**config.mk**
```make
export PLATFORM = sky130hd
export DESIGN_NAME = pixlink_ser7
export DESIGN_NICKNAME = d
export VERILOG_FILES = /design/src/rtl/pixlink_pkg.sv /design/src/rtl/pixlink_capture.sv /design/src/rtl/pixlink_clkwatch.sv /design/src/rtl/pixlink_shifter.sv /design/src/rtl/pixlink_ser7.sv
export SDC_FILE = /design/constraint.sdc
export NUM_CORES = 1
export LEC_CHECK = 0
export BUFFER_PORTS_ARGS = -buffer_cell sky130_fd_sc_hd__buf_2
export CAP_MARGIN = 30
export CORE_MARGIN = 3
export CORE_UTILIZATION = 50
export DETAILED_ROUTE_END_ITERATION = 6
export PLACE_DENSITY = 0.82
export SLEW_MARGIN = 20
export SYNTH_ARGS = -nofsm -noshare
export SYNTH_HDL_FRONTEND = slang
export SYNTH_SLANG_ARGS = --single-unit
```
**constraint.sdc**
```tcl
create_clock -name clk_bit -period 1.35 [get_ports clk_bit]
set_clock_uncertainty 0.1 [all_clocks]
set_input_delay 0.0675 -clock clk_bit [delete_from_list [all_inputs] [get_ports clk_bit]]
set_output_delay 0.0675 -clock clk_bit [all_outputs]
set_load 0.02 [all_outputs]
```
**src/rtl/pixlink_pkg.sv**
```systemverilog
package pixlink_pkg;

    localparam int unsigned DATA_LANES    = 3;
    localparam int unsigned BITS_PER_LANE = 7;
    localparam int unsigned WORD_W        = DATA_LANES * BITS_PER_LANE;
    localparam int unsigned IDLE_LIMIT    = 32;
    localparam logic [BITS_PER_LANE-1:0] FRAME_PATTERN = 7'b1100011;

    typedef logic [WORD_W-1:0] pix_word_t;

    typedef struct packed {
        logic strobe;    // selected capture transition
        logic toggled;   // any transition of the pixel clock
    } pix_event_t;

    function automatic logic [BITS_PER_LANE-1:0] lane_slice(input pix_word_t w, input int unsigned k);
        return w[k*BITS_PER_LANE +: BITS_PER_LANE];
    endfunction

endpackage

```
**src/rtl/pixlink_capture.sv**
```systemverilog
module pixlink_capture
    import pixlink_pkg::*;
#(
    parameter int unsigned W = WORD_W
) (
    input  logic         clk,
    input  logic         rst,
    input  logic         pix_clk,
    input  logic         strobe_rise,
    input  logic [W-1:0] pix_data,
    output pix_event_t   ev,
    output logic [W-1:0] hold_word
);

    logic pix_q;

    always_comb begin
        ev.toggled = pix_clk ^ pix_q;
        ev.strobe  = strobe_rise ? (pix_clk & ~pix_q) : (~pix_clk & pix_q);
    end

    always_ff @(posedge clk) begin
        if (rst) begin
            pix_q     <= 1'b0;
            hold_word <= '0;
        end else begin
            pix_q <= pix_clk;
            if (ev.strobe) begin
                hold_word <= pix_data;
            end
        end
    end

endmodule

```
**src/rtl/pixlink_clkwatch.sv**
```systemverilog
module pixlink_clkwatch
    import pixlink_pkg::*;
#(
    parameter int unsigned LIMIT = IDLE_LIMIT
) (
    input  logic       clk,
    input  logic       rst,
    input  pix_event_t ev,
    output logic       missing
);

    localparam int unsigned CW = $clog2(LIMIT + 1);

    logic [CW-1:0] idle_cnt;
    logic          good_seen;

    always_ff @(posedge clk) begin
        if (rst) begin
            idle_cnt  <= '0;
            good_seen <= 1'b0;
            missing   <= 1'b1;
        end else begin
            if (ev.toggled) begin
                idle_cnt <= '0;
            end else if (idle_cnt != CW'(LIMIT)) begin
                idle_cnt <= idle_cnt + 1'b1;
            end

            if (!ev.toggled && idle_cnt == CW'(LIMIT - 1)) begin
                missing   <= 1'b1;
                good_seen <= 1'b0;
            end else if (missing && ev.strobe) begin
                if (good_seen) begin
                    missing   <= 1'b0;
                    good_seen <= 1'b0;
                end else begin
                    good_seen <= 1'b1;
                end
            end
        end
    end

endmodule

```
**src/rtl/pixlink_shifter.sv**
```systemverilog
module pixlink_shifter #(
    parameter int unsigned        W       = 7,
    parameter logic [W-1:0]       RST_VAL = '0
) (
    input  logic         clk,
    input  logic         rst,
    input  logic         load,
    input  logic [W-1:0] load_val,
    output logic         ser
);

    logic [W-1:0] sh;

    always_ff @(posedge clk) begin
        if (rst) begin
            sh <= RST_VAL;
        end else if (load) begin
            sh <= load_val;
        end else begin
            sh <= {sh[W-2:0], 1'b0};
        end
    end

    assign ser = sh[W-1];

endmodule

```
**src/rtl/pixlink_ser7.sv**
```systemverilog
module pixlink_ser7
    import pixlink_pkg::*;
#(
    parameter int unsigned LANES = DATA_LANES,
    parameter int unsigned BPL   = BITS_PER_LANE,
    parameter int unsigned LIMIT = IDLE_LIMIT
) (
    input  logic                  clk_bit,
    input  logic                  rst,
    input  logic                  pix_clk,
    input  logic [LANES*BPL-1:0]  pix_data,
    input  logic                  strobe_rise,
    input  logic                  pwr_down,
    output logic [LANES:0]        lane_o
);

    localparam int unsigned W    = LANES * BPL;
    localparam int unsigned PH_W = $clog2(BPL);
    localparam logic [PH_W-1:0] LAST_PH = PH_W'(BPL - 1);

    pix_event_t     ev;
    logic [W-1:0]   hold_word;
    logic           clk_missing;
    logic [PH_W-1:0] phase;
    logic           frame_load;
    logic [LANES:0] ser_raw;

    pixlink_capture #(.W(W)) u_cap (
        .clk        (clk_bit),
        .rst        (rst),
        .pix_clk    (pix_clk),
        .strobe_rise(strobe_rise),
        .pix_data   (pix_data),
        .ev         (ev),
        .hold_word  (hold_word)
    );

    pixlink_clkwatch #(.LIMIT(LIMIT)) u_watch (
        .clk    (clk_bit),
        .rst    (rst),
        .ev     (ev),
        .missing(clk_missing)
    );

    always_ff @(posedge clk_bit) begin
        if (rst) begin
            phase <= '0;
        end else if (frame_load) begin
            phase <= '0;
        end else begin
            phase <= phase + 1'b1;
        end
    end

    assign frame_load = (phase == LAST_PH);

    for (genvar k = 0; k < LANES; k++) begin : g_data
        pixlink_shifter #(.W(BPL), .RST_VAL('0)) u_sh (
            .clk     (clk_bit),
            .rst     (rst),
            .load    (frame_load),
            .load_val(hold_word[k*BPL +: BPL]),
            .ser     (ser_raw[k])
        );
    end

    pixlink_shifter #(.W(BPL), .RST_VAL(FRAME_PATTERN)) u_frame (
        .clk     (clk_bit),
        .rst     (rst),
        .load    (frame_load),
        .load_val(FRAME_PATTERN),
        .ser     (ser_raw[LANES])
    );

    assign lane_o = (pwr_down || clk_missing) ? '0 : ser_raw;

endmodule

```
# ---- Word level (Yosys, flattened, before mapping)
# Cells that the tools add are included.
dict set report totals {
  reg_bits 61
  inputBits 26
  out_inout_bits 4
  elab_cells 41
}
dict set report classes {
  addsub 2
  eq_ne 3
  n_mux 7
  bitwise_logic 6
  n_reduce_logical 9
}
# operator count
set op_table {}
lappend op_table {{$mux W7} 3}
lappend op_table {{$reduce_or A2 Y1} 4}
lappend op_table {{$add A6 B1 Y6 const B} 1}
lappend op_table {{$eq A6 B5 Y1 const B} 1}
lappend op_table {{$ne A6 B6 Y1 const B} 1}
lappend op_table {{$mux W4} 1}
lappend op_table {{$add A3 B1 Y3 const B} 1}
lappend op_table {{$eq A3 B3 Y1 const B} 1}
lappend op_table {{$mux W1} 3}
lappend op_table {{$not A1 Y1} 3}
lappend op_table {{$and A1 B1 Y1} 2}
lappend op_table {{$logic_and A1 B1 Y1} 2}
lappend op_table {{$reduce_and A2 Y1} 1}
lappend op_table {{$logic_not A1 Y1} 1}
lappend op_table {{$logic_or A1 B1 Y1} 1}
lappend op_table {{$xor A1 B1 Y1} 1}

# ---- Longest topological paths before layout
# Gate-level depths: netlist of the first run.
dict set report logic_depth {
  ltp_word 5
  depth_mapped 6
  ltp_nobuf 5
}

# ---- By module
# A second synthesis of the first run with hierarchy kept.
dict set report unflattened {
  hier_cells 245
  area_unflattened_um2 2553.7
}
# module n_inst cells_each area_each_um2 seq_area_each_um2
set by_module_without_submodules {}
lappend by_module_without_submodules {pixlink_capture 1 99 1017.2 440.4}
lappend by_module_without_submodules {{pixlink_shifter at g_data[0].u_sh ...} 3 21 244.0 140.1}
lappend by_module_without_submodules {pixlink_clkwatch 1 42 384.1 160.2}
lappend by_module_without_submodules {{pixlink_shifter at u_frame} 1 21 254.0 140.1}
lappend by_module_without_submodules {pixlink_ser7 1 20 166.4 60.1}

# ---- Worst setup path after synthesis of the first run
# OpenSTA, ideal clock, no wires.
dict set report synth_path {
  path_type {reg2reg}
  start {register u_cap.pix_q}
  end {register u_cap.hold_word[0]}
  setup_time_ps 132
  t_arrival_ps 1076
  required_ps 1118
  setup_slack_ps 42
  path_stages_with_launch 7
  path_buffers 1
  period_less_slack_ps 1308
  path_cell_list {dfxtp_1 inv_1 ha_1 mux2_2 buf_2 nand2_1 a21oi_1}
}
dict set report synth_between {
  elab_chain_cells 3
  elab_cells_between_ends 4
  cone_classes {1 x mux; 3 x bitwise}
}
# item line_no
set synth_lines {}
lappend synth_lines {{start: declaration} pixlink_capture.sv:15} ;# logic pix_q;
lappend synth_lines {{start signal: assignment} pixlink_capture.sv:27} ;# pix_q <= pix_clk;
lappend synth_lines {{$not A1 Y1} pixlink_capture.sv:19} ;# ev.strobe = strobe_rise ? (pix_clk & ~pix_q) : (~pix_clk & pix_q);
lappend synth_lines {{$and A1 B1 Y1} pixlink_capture.sv:19}
lappend synth_lines {{$mux W1 *} pixlink_capture.sv:19}
lappend synth_lines {{end signal: assignment} pixlink_capture.sv:29} ;# hold_word <= pix_data;
lappend synth_lines {{end: declaration} pixlink_capture.sv:12} ;# output logic [W-1:0] hold_word
# Every way passes the cells marked *; elsewhere a longest branch is shown, timed or not.
# A chain may end at the register's enable or synchronous reset.

# ---- Final worst setup path of the first run
dict set report layout_path {
  start {register u_cap.pix_q}
  end {register u_cap.hold_word[17]}
}
# The elaborated chain is that of the path after synthesis.

==> impl_metrics.tcl, run 1 <==
set metrics [dict create \
    ys_types 26 \
    clk_pin_slew_ns 0.06 \
    worst-endpoint-required_ns 1.47 \
    cts_buffers 9 \
    fin_crit_ns 1.425 \
    synthFlopType "dfxtp_1" \
    worst-path-buf-inv 2 \
    synth.area.top_cells "dfxtp_1, nand2_1, a22o_1" \
    syn_inst 220 \
    htree_levels 3 \
    critPathArrivalTime_ns 1.55 \
    port_buffers 29 \
    die_h_um 71.49 \
    fmax_ghz 0.7019 \
    status "finished with violations" \
    drt-pass1-iter-count 4 \
    cp_slowest_stage_delay_ns 0.34 \
    vdd_ir_drop_max_mv 0.8416 \
    critical_path.cell_chain "inv_2 > ha_4 > mux2_4 > clkbuf_16 > nand2_1 > a21oi_1" \
    grt_start_max_net_pins 25 \
    slew_viol_final 0 \
    area_delta_synth_final_pct 42.30 \
    async_reset_ff_share_pct 0 \
    rsz0062_at_grt "yes" \
    vias 1780 \
    fp.coreArea_mm2 0.004058 \
    maxSlewHeadroom_pct 77.58 \
    synthMostInstantiatedCell "dfxtp_1" \
    cp-end-kind "register" \
    grt_usage_pct 20.51 \
    final_util_pct 75.21 \
    yosysSeqAreaShare_pct 56.94 \
    tightest_slew_ns 0.3338 \
    viasPerCell 5.251 \
    overflow 0 \
    drive_gt1_share_pct 32.87 \
    final_nets 317 \
    diodes 0 \
    setup_tns_ns -0.7927 \
    cpMaxStageDelayCell "dfxtp_2" \
    synth_nets 252 \
    place_hpwl_mm 2.554 \
    fill_cells 257 \
    fp.dieArea_mm2 0.005111 \
    crit_family "flip-flops" \
    clkLatencyLatePin_ns 0.34 \
    power.leakage_uw 0.001253 \
    seqCellArea_mm2 0.001231 \
    synth_seq_cells 61 \
    cts_root_buffer "clkbuf_8" \
    cts_max_path_buffers 2 \
    yosys.area.top_type "dfxtp_1" \
    drtIter0Drc 126 \
    ys_top_cells_by_count "dfxtp_1, nand2_1, a21oi_1" \
    antenna_found_initial 0 \
    post-place-ws_ns -0.09085 \
    hp-class "input port to register" \
    cts_num_sinks 61 \
    fin_hold_ws_ns 0.1981 \
    drt_drc_violations_left 0 \
    rows 23 \
    period_share_pct 105.5 \
    path_max_fanout 5 \
    total_power_uw 3842 \
    start_kind "register" \
    initial_utilization_pct 52.85 \
    fin_ws_ns -0.07468 \
    ant_nets 0 \
    wire_per_inst_um 15.75 \
    cap_violations 0 \
    place.gp.congestion 0.8069 \
    report.final.hold_viol_count 0 \
    avgSynthCellArea_um2 9.748 \
    syn-cell-area_mm2 0.002145 \
    grt_pass1_wl_mm 7.866 \
    synth_edf_count 0 \
    synth_top_area_share_pct 56.94 \
    io_pins 30 \
    violations "negative setup slack" \
    yosysWarnings 0 \
    multi_input_area_um2 984.7 \
    cts_tree "done" \
    die_x_um 71.49 \
    grt_pass1_vias 1674 \
    criticalPathCategory "register to register" \
    setup_viol 23 \
    wl_mm 5.340 \
    power_density_mw_per_mm2 1259 \
]
## cells in the final DEF (no fill, tap or decap), drive strengths merged
master | synthesis | final
o21ai | 3 | 3
ha | 6 | 6
inv | 7 | 7
nor3b | 1 | 1
clkinv | 0 | 3
mux2i | 1 | 1
nand4 | 1 | 1
bufinv | 0 | 1
buf | 9 | 40
nand2 | 47 | 47
and2 | 11 | 11
xnor2 | 2 | 2
xor2 | 2 | 2
a21oi | 24 | 24
nor4b | 1 | 1
nor2 | 7 | 7
dfxtp | 61 | 61
or3 | 2 | 2
nand2b | 4 | 4
dlygate4sd3 | 0 | 23
a22o | 18 | 18
mux2 | 1 | 1
nand3 | 4 | 4
nor3 | 3 | 3
a211oi | 1 | 1
clkbuf | 2 | 12
a211o | 1 | 1
nor2b | 1 | 1
clkinvlp | 0 | 1
## worst paths after layout
kind / slack (ns) / depth (start not counted) / from / to
max: -0.07 / 6 / u_cap.pix_q / u_cap.hold_word[17]
min: 0.20 / 5 / strobe_rise / u_cap.hold_word[8]
max reg2reg: -0.07 / 6 / u_cap.pix_q / u_cap.hold_word[17]
min reg2reg: 0.31 / 1 / u_frame.sh[0] / u_frame.sh[1]
## worst reg2reg max path: stages, from the launching register on
cell       delay, ns
dfxtp_2         0.34
inv_2           0.05
ha_4            0.16
mux2_4          0.33
clkbuf_16       0.19
nand2_1         0.07
a21oi_1         0.07
## power by group
part | leakage, µW | internal [µW] | switching, µW
Clock | 0.0000919 | 832 | 695
Sequential | 0.000499 | 1870 | 43.7
Combinational | 0.000662 | 214 | 191
## layer usage
layer | track usage [%] | up-vias | wire length, µm
met5 | 0 | - | 0
met4 | 13.36 | 0 | 167
met3 | 5.891 | 15 | 227
met2 | 32.35 | 60 | 2705
met1 | 24.35 | 832 | 2239
li1 | - | 873 | -
## registers in the layout (all words and copies together) (netlist names)
| name | cells |
|---|---|
| u_watch.good_seen | 1 |
| u_watch.idle_cnt | 6 |
| u_watch.missing | 1 |
| u_cap.pix_q | 1 |
| phase | 3 |
| u_cap.hold_word | 21 |
| u_frame.sh | 7 |
| g_data.u_sh.sh | 21 |
## cell type report
| type | instances | area share [%] |
|---|---|---|
| Timing Repair Buffer | 65 | 18.41 |
| Sequential cell | 61 | 40.34 |
| Clock inverter | 5 | 1.722 |
| Inverter | 7 | 1.025 |
| Clock buffer | 10 | 4.182 |
| Multi-Input combinational cell | 141 | 32.27 |
| Tap cell | 50 | 2.050 |
## through the flow
stage | instance area (µm²) | instances
floorplan | 2145 | 220
global placement | 2429 | 298
detailed placement | 2429 | 298
CTS | 2869 | 336
global route | 3052 | 339
finish | 3052 | 339
## cells by family (layout without fill, tap and decap cells)
logic type / after synthesis / after routing / synth area share [%]
AND/OR/NAND/NOR: 82 / 82 / 18.09
buffers and inverters: 18 / 87 / 3.676
flip-flops: 61 / 61 / 56.94
XOR/XNOR: 4 / 4 / 1.634
multiplexers: 2 / 2 / 0.9918
AO/OA/AOI/OAI: 47 / 47 / 15.17
adder cells (fa/ha/maj): 6 / 6 / 3.500
## repair_timing
item / 4_1_cts / 5_1_grt
resized for setup: 7 / 41
pin swaps: 1 / 11
setup endpoints to repair: 24 / 52
setup buffers: 0 / 0
hold buffers: 23 / 0
endpoints found under the hold margin: 23 / 0
gates cloned: 0 / 3
No activity file was read; power rests on OpenSTA's default activity.
==> run 2: changes to the inputs <==
Settings changed: BUFFER_PORTS_ARGS -buffer_cell sky130_fd_sc_hd__buf_2 to -buffer_cell sky130_fd_sc_hd__buf_4.
==> run 2 against run 1 <==
Net effect: the flow still finishes with violations (negative setup slack); via count fell by 4.1%; wire length fell by 12%; sequential share of layout area rose by 0.30 points; cell area fell by 0.94%; combinational power fell by 8.1%; clock power rose by 5%; core utilization fell by 0.71 points; die area did not move; first-iteration DRC count rose by 14%; critical path depth did not move; largest power group unchanged.
==> impl_metrics.tcl, run 2 (same netlist as run 1, synthesis figures left out) <==
set metrics [dict create \
    area_delta_synth_final_pct 40.96 \
    cts_tree "done" \
    report.final.hold_viol_count 0 \
    final_cell_mix "dfxtp_1, nand2_1, buf_4, dlygate4sd3_1, a21oi_1" \
    cp_slowest_stage_delay_ns 0.34 \
    ant_nets 0 \
    hp-class "input port to register" \
    rsz0062_at_grt "yes" \
    fp.coreArea_mm2 0.004058 \
    htree_levels 3 \
    initial_utilization_pct 52.85 \
    cts_num_sinks 61 \
    vdd_ir_drop_max_mv 0.6621 \
    final_nets 316 \
    place.gp.congestion 0.8121 \
    cts_max_path_buffers 2 \
    viasPerCell 5.050 \
    grt_pass1_vias 1749 \
    wl_mm 4.707 \
    reg.largest.list "g_data.u_sh.sh x21, u_cap.hold_word x21, u_frame.sh x7" \
    fin_area_mm2 0.003023 \
    post-place-ws_ns -0.08696 \
    cp-end-kind "register" \
    violations "negative setup slack" \
    overflow 0 \
    path_max_fanout 21 \
    fin_hold_ws_ns 0.1453 \
    seqCellArea_mm2 0.001229 \
    start_kind "register" \
    cp.depth 6 \
    clkLatencyLatePin_ns 0.33 \
    final_common_cell "dfxtp_1" \
    worst-endpoint-required_ns 1.46 \
    critical_path.cell_chain "inv_2 > ha_4 > mux2_4 > buf_12 > nand2_1 > a21oi_1" \
    cts_buffers 9 \
    clk_pin_slew_ns 0.07 \
    tightest_slew_ns 0.3307 \
    drt_drc_violations_left 0 \
    antenna_found_initial 0 \
    fin_ws_ns -0.02791 \
    ff2ff_path_depth 6 \
    multi_input_area_um2 924.6 \
    die_x_um 71.49 \
    drtIter0Drc 144 \
    drt-pass1-iter-count 4 \
    rows 23 \
    vias 1707 \
    crit_family "flip-flops" \
    grt_start_max_net_pins 22 \
    period_share_pct 102.1 \
    port_buffers 29 \
    total_power_uw 3888 \
    power_density_mw_per_mm2 1286 \
    worst-path-buf-inv 2 \
    slew_viol_final 0 \
    cap_violations 0 \
    critPathArrivalTime_ns 1.49 \
    fin_crit_ns 1.378 \
    place_area_mm2 0.002489 \
    drive_gt1_share_pct 27.43 \
    place_hpwl_mm 2.552 \
    fp.dieArea_mm2 0.005111 \
    status "finished with violations" \
    criticalPathCategory "register to register" \
    setup_viol 8 \
    cpMaxStageDelayCell "dfxtp_2" \
    die_h_um 71.49 \
    cts_root_buffer "clkbuf_8" \
    grt_pass1_wl_mm 8.024 \
    grt_usage_pct 20.61 \
    diodes 0 \
    setup_tns_ns -0.07517 \
    fill_cells 263 \
    maxSlewHeadroom_pct 77.86 \
    wire_per_inst_um 13.93 \
    io_pins 30 \
    fmax_ghz 0.7257 \
    power.leakage_uw 0.001230 \
    min_path_cells 5 \
]
## run 2: cell types whose count changed in the layout (fill, tap and decap cells not counted), sizes merged
cell	before	now
clkinv	3	2
clkbuf	12	11
buf	40	41
## run 2: through the flow
stage                     std cells  util [%]
final                           338     74.50
after global placement          298     61.33
after floorplan                 220         -
after detailed placement        298     61.33
after CTS                       337     73.05
after global routing            338     74.50
## run 2: final timing paths
check,end,from,slack (ns)
max reg2reg,u_cap.hold_word[8],u_cap.pix_q,-0.03
max,u_cap.hold_word[8],u_cap.pix_q,-0.03
min,u_cap.hold_word[5],strobe_rise,0.15
min reg2reg,u_frame.sh[6],u_frame.sh[5],0.31
## run 2: layout make-up
type | count | area share [%]
sequential | 61 | 40.65
multi-input combinational | 141 | 30.59
timing repair buffer | 64 | 19.16
clock buffer | 11 | 5.008
tap | 50 | 2.070
clock inverter | 4 | 1.573
inverter | 7 | 0.9520
## run 2: timing repair
| item | CTS | global route |
|---|---|---|
| pin swaps | 2 | 4 |
| hold buffers | 23 | 0 |
| gates resized for setup | 12 | 15 |
| endpoints found under the setup margin | 27 | 50 |
| endpoints found under the hold margin | 24 | 0 |
| buffers inserted | 1 | 1 |
## run 2: where the power goes
part	internal (µW)	leakage [µW]	total, µW	switching, µW
clock network	936	0.000101	1610	675
logic	204	0.000630	372	168
registers	1870	0.000499	1910	38.1
total	3010	0.00123	3890	881
## run 2: worst register-to-register path: stages (launching register included)
cell and delay (ns):
dfxtp_2 0.34, inv_2 0.05, ha_4 0.16, mux2_4 0.28
buf_12 0.16, nand2_1 0.09, a21oi_1 0.08
## run 2: layer usage
layer / routed length (µm) / vias to the layer above / GRT usage [%]
li1: - / 864 / -
met1: 2030 / 785 / 24.64
met2: 2366 / 48 / 34.18
met3: 208 / 10 / 5.891
met4: 102 / 0 / 9.603
met5: 0 / - / 0
==> run 3: changes to the inputs <==
Settings changed: ABC_CLOCK_PERIOD_IN_PS set to 1350, CORE_ASPECT_RATIO set to 0.75, HOLD_SLACK_MARGIN set to 0.12.
==> run 3 against run 2 <==
Net effect: the flow still finishes with violations (negative setup slack); worst hold slack got worse by 0.0058 ns; clock power fell by 11%; sequential share of layout area fell by 0.99 points; first-iteration DRC count fell by 49%; non-clock buffer count rose by 3; register-to-register slack got worse by 0.08 ns; cell area rose by 2.8%; cell count rose by 1.5%; combinational power rose by 12%; core utilization rose by 5.7 points; critical endpoint unchanged.
==> impl_metrics.tcl, run 3 (same netlist as run 1, synthesis figures left out) <==
set metrics [dict create \
    initial_utilization_pct 55.34 \
    p_comb_share_pct 11.1 \
    place_area_mm2 0.002496 \
    ant_nets 0 \
    grt_pass1_wl_mm 7.755 \
    vdd_ir_drop_max_mv 1.208 \
    place.gp.congestion 0.7265 \
    reg.largest.list "g_data.u_sh.sh x21, u_cap.hold_word x21, u_frame.sh x7" \
    final_nets 319 \
    antenna_found_initial 0 \
    start_kind "register" \
    final_cell_mix "dfxtp_1, buf_4, nand2_1, dlygate4sd3_1, a21oi_1" \
    fin_area_mm2 0.003108 \
    drt-pass1-iter-count 4 \
    fin_hold_ws_ns 0.1395 \
    criticalPathCategory "register to register" \
    io_pins 30 \
    critical_path.cell_chain "inv_4 > ha_4 > mux2i_4 > buf_12 > nand2_1 > a21oi_1" \
    cts_tree "done" \
    rows 19 \
    wire_per_inst_um 14.71 \
    intPower_uw 2898 \
    power.leakage_uw 0.001279 \
    cts_setup_buffers 0 \
    worst-endpoint-required_ns 1.49 \
    critPathArrivalTime_ns 1.60 \
    diodes 0 \
    p_sw_share_pct 22.99 \
    drive_gt1_share_pct 31.27 \
    cap_violations 0 \
    hp-class "input port to register" \
    rsz0062_at_grt "yes" \
    slew_viol_final 0 \
    port_buffers 29 \
    p_seq_share_pct 50.6 \
    final_common_cell "dfxtp_1" \
    grt_start_max_net_pins 16 \
    die_x_um 81.62 \
    cts_num_sinks 61 \
    cp-end-kind "register" \
    maxSlewHeadroom_pct 80.61 \
    report.final.hold_viol_count 0 \
    status "finished with violations" \
    power_density_mw_per_mm2 1211 \
    drtIter0Drc 74 \
    cts_max_path_buffers 2 \
    overflow 0 \
    cpMaxStageDelayCell "dfxtp_4" \
    viasPerCell 5.152 \
    cts_buffers 9 \
    wl_mm 5.045 \
    vias 1767 \
    setup_viol 20 \
    fin_crit_ns 1.461 \
    violations "negative setup slack" \
    fmax_ghz 0.6847 \
    area_delta_synth_final_pct 44.92 \
    clkLatencyLatePin_ns 0.33 \
    grt_pass1_vias 1721 \
    htree_levels 3 \
    period_share_pct 108.2 \
    grt_usage_pct 20.37 \
    switching_power_uw 865.3 \
    place_hpwl_mm 2.900 \
    power_frac_clock_pct 38.3 \
    fin_ws_ns -0.1105 \
    tightest_slew_ns 0.2896 \
    fp.dieArea_mm2 0.005119 \
    clk_pin_slew_ns 0.06 \
    cp_slowest_stage_delay_ns 0.38 \
    path_max_fanout 14 \
    drt_drc_violations_left 0 \
    die_h_um 62.72 \
    cts_root_buffer "clkbuf_8" \
    fp.coreArea_mm2 0.003875 \
]
## run 3: changes by cell type in the layout (fill, tap and decap cells not counted), moves of 3 or more
cell / previous run / this run
nand2_4: 0 / 3
nand2_1: 46 / 35
nand2_2: 1 / 9
dfxtp_2: 3 / 0
## run 3: final timing paths
path | startpoint | endpoint | slack (ns) | depth (start not counted)
max | u_cap.pix_q | u_cap.hold_word[8] | -0.11 | 6
min | strobe_rise | u_cap.hold_word[12] | 0.14 | 5
max reg2reg | u_cap.pix_q | u_cap.hold_word[8] | -0.11 | 6
min reg2reg | u_frame.sh[2] | u_frame.sh[3] | 0.32 | 1
## run 3: area by class of cell
| class | count | area (µm²) |
|---|---|---|
| sequential | 61 | 1232 |
| clock inverter | 1 | 5.005 |
| inverter | 7 | 33.78 |
| clock buffer | 14 | 172.7 |
| fill | 229 | 767.0 |
| tap | 52 | 65.06 |
| timing repair buffer | 67 | 614.3 |
| multi-input combinational | 141 | 984.7 |
## run 3: worst max-delay path: cells and delay by family, from the launching register on
| kind | cells | cell delay [ns] |
|---|---|---|
| muxes | 1 | 0.22 |
| adders and majority gates | 1 | 0.15 |
| buffers and inverters | 2 | 0.22 |
| DFF | 1 | 0.38 |
| AOI/OAI and AO/OA | 1 | 0.20 |
| and+or+nand+nor | 1 | 0.09 |
## run 3: layer usage
metal  up-vias  track usage, %  routed length [µm]
li1        868               -                   -
met1       833           24.28                2200
met2        58           32.42                2569
met3         8           9.222                 221
met4         0           6.639                  53
met5         -               0                   0
## run 3: power groups by stage
stage	Combinational [µW]	Clock [µW]	Sequential [µW]
CTS	355	1470	1900
global placement	276	0	1940
floorplan	156	0	1930
global route	456	1550	1910
detailed placement	286	0	1940
finish	418	1440	1910
## run 3: repair_timing
action,in CTS,in global routing
pin swaps,0,10
setup endpoints to repair,28,44
endpoints found under the hold margin,28,0
resized for setup,11,42
cloned,0,1
hold buffers,23,0
## run 3: stage by stage
stage / worst slack [ns] / TNS (ns) / power (µW) / util, % / instances
final: -0.1105 / -0.6630 / 3763 / 80.21 / 343
after global routing: -0.1197 / -1.523 / 3917 / 80.21 / 343
after CTS: 0.0001256 / 0 / 3727 / 76.07 / 342
after detailed placement: -0.05338 / -0.7682 / 2226 / 64.42 / 304
after global placement: -0.02172 / -0.1471 / 2214 / 64.42 / 304
after floorplan: 0.04187 / 0 / 2088 / - / 220
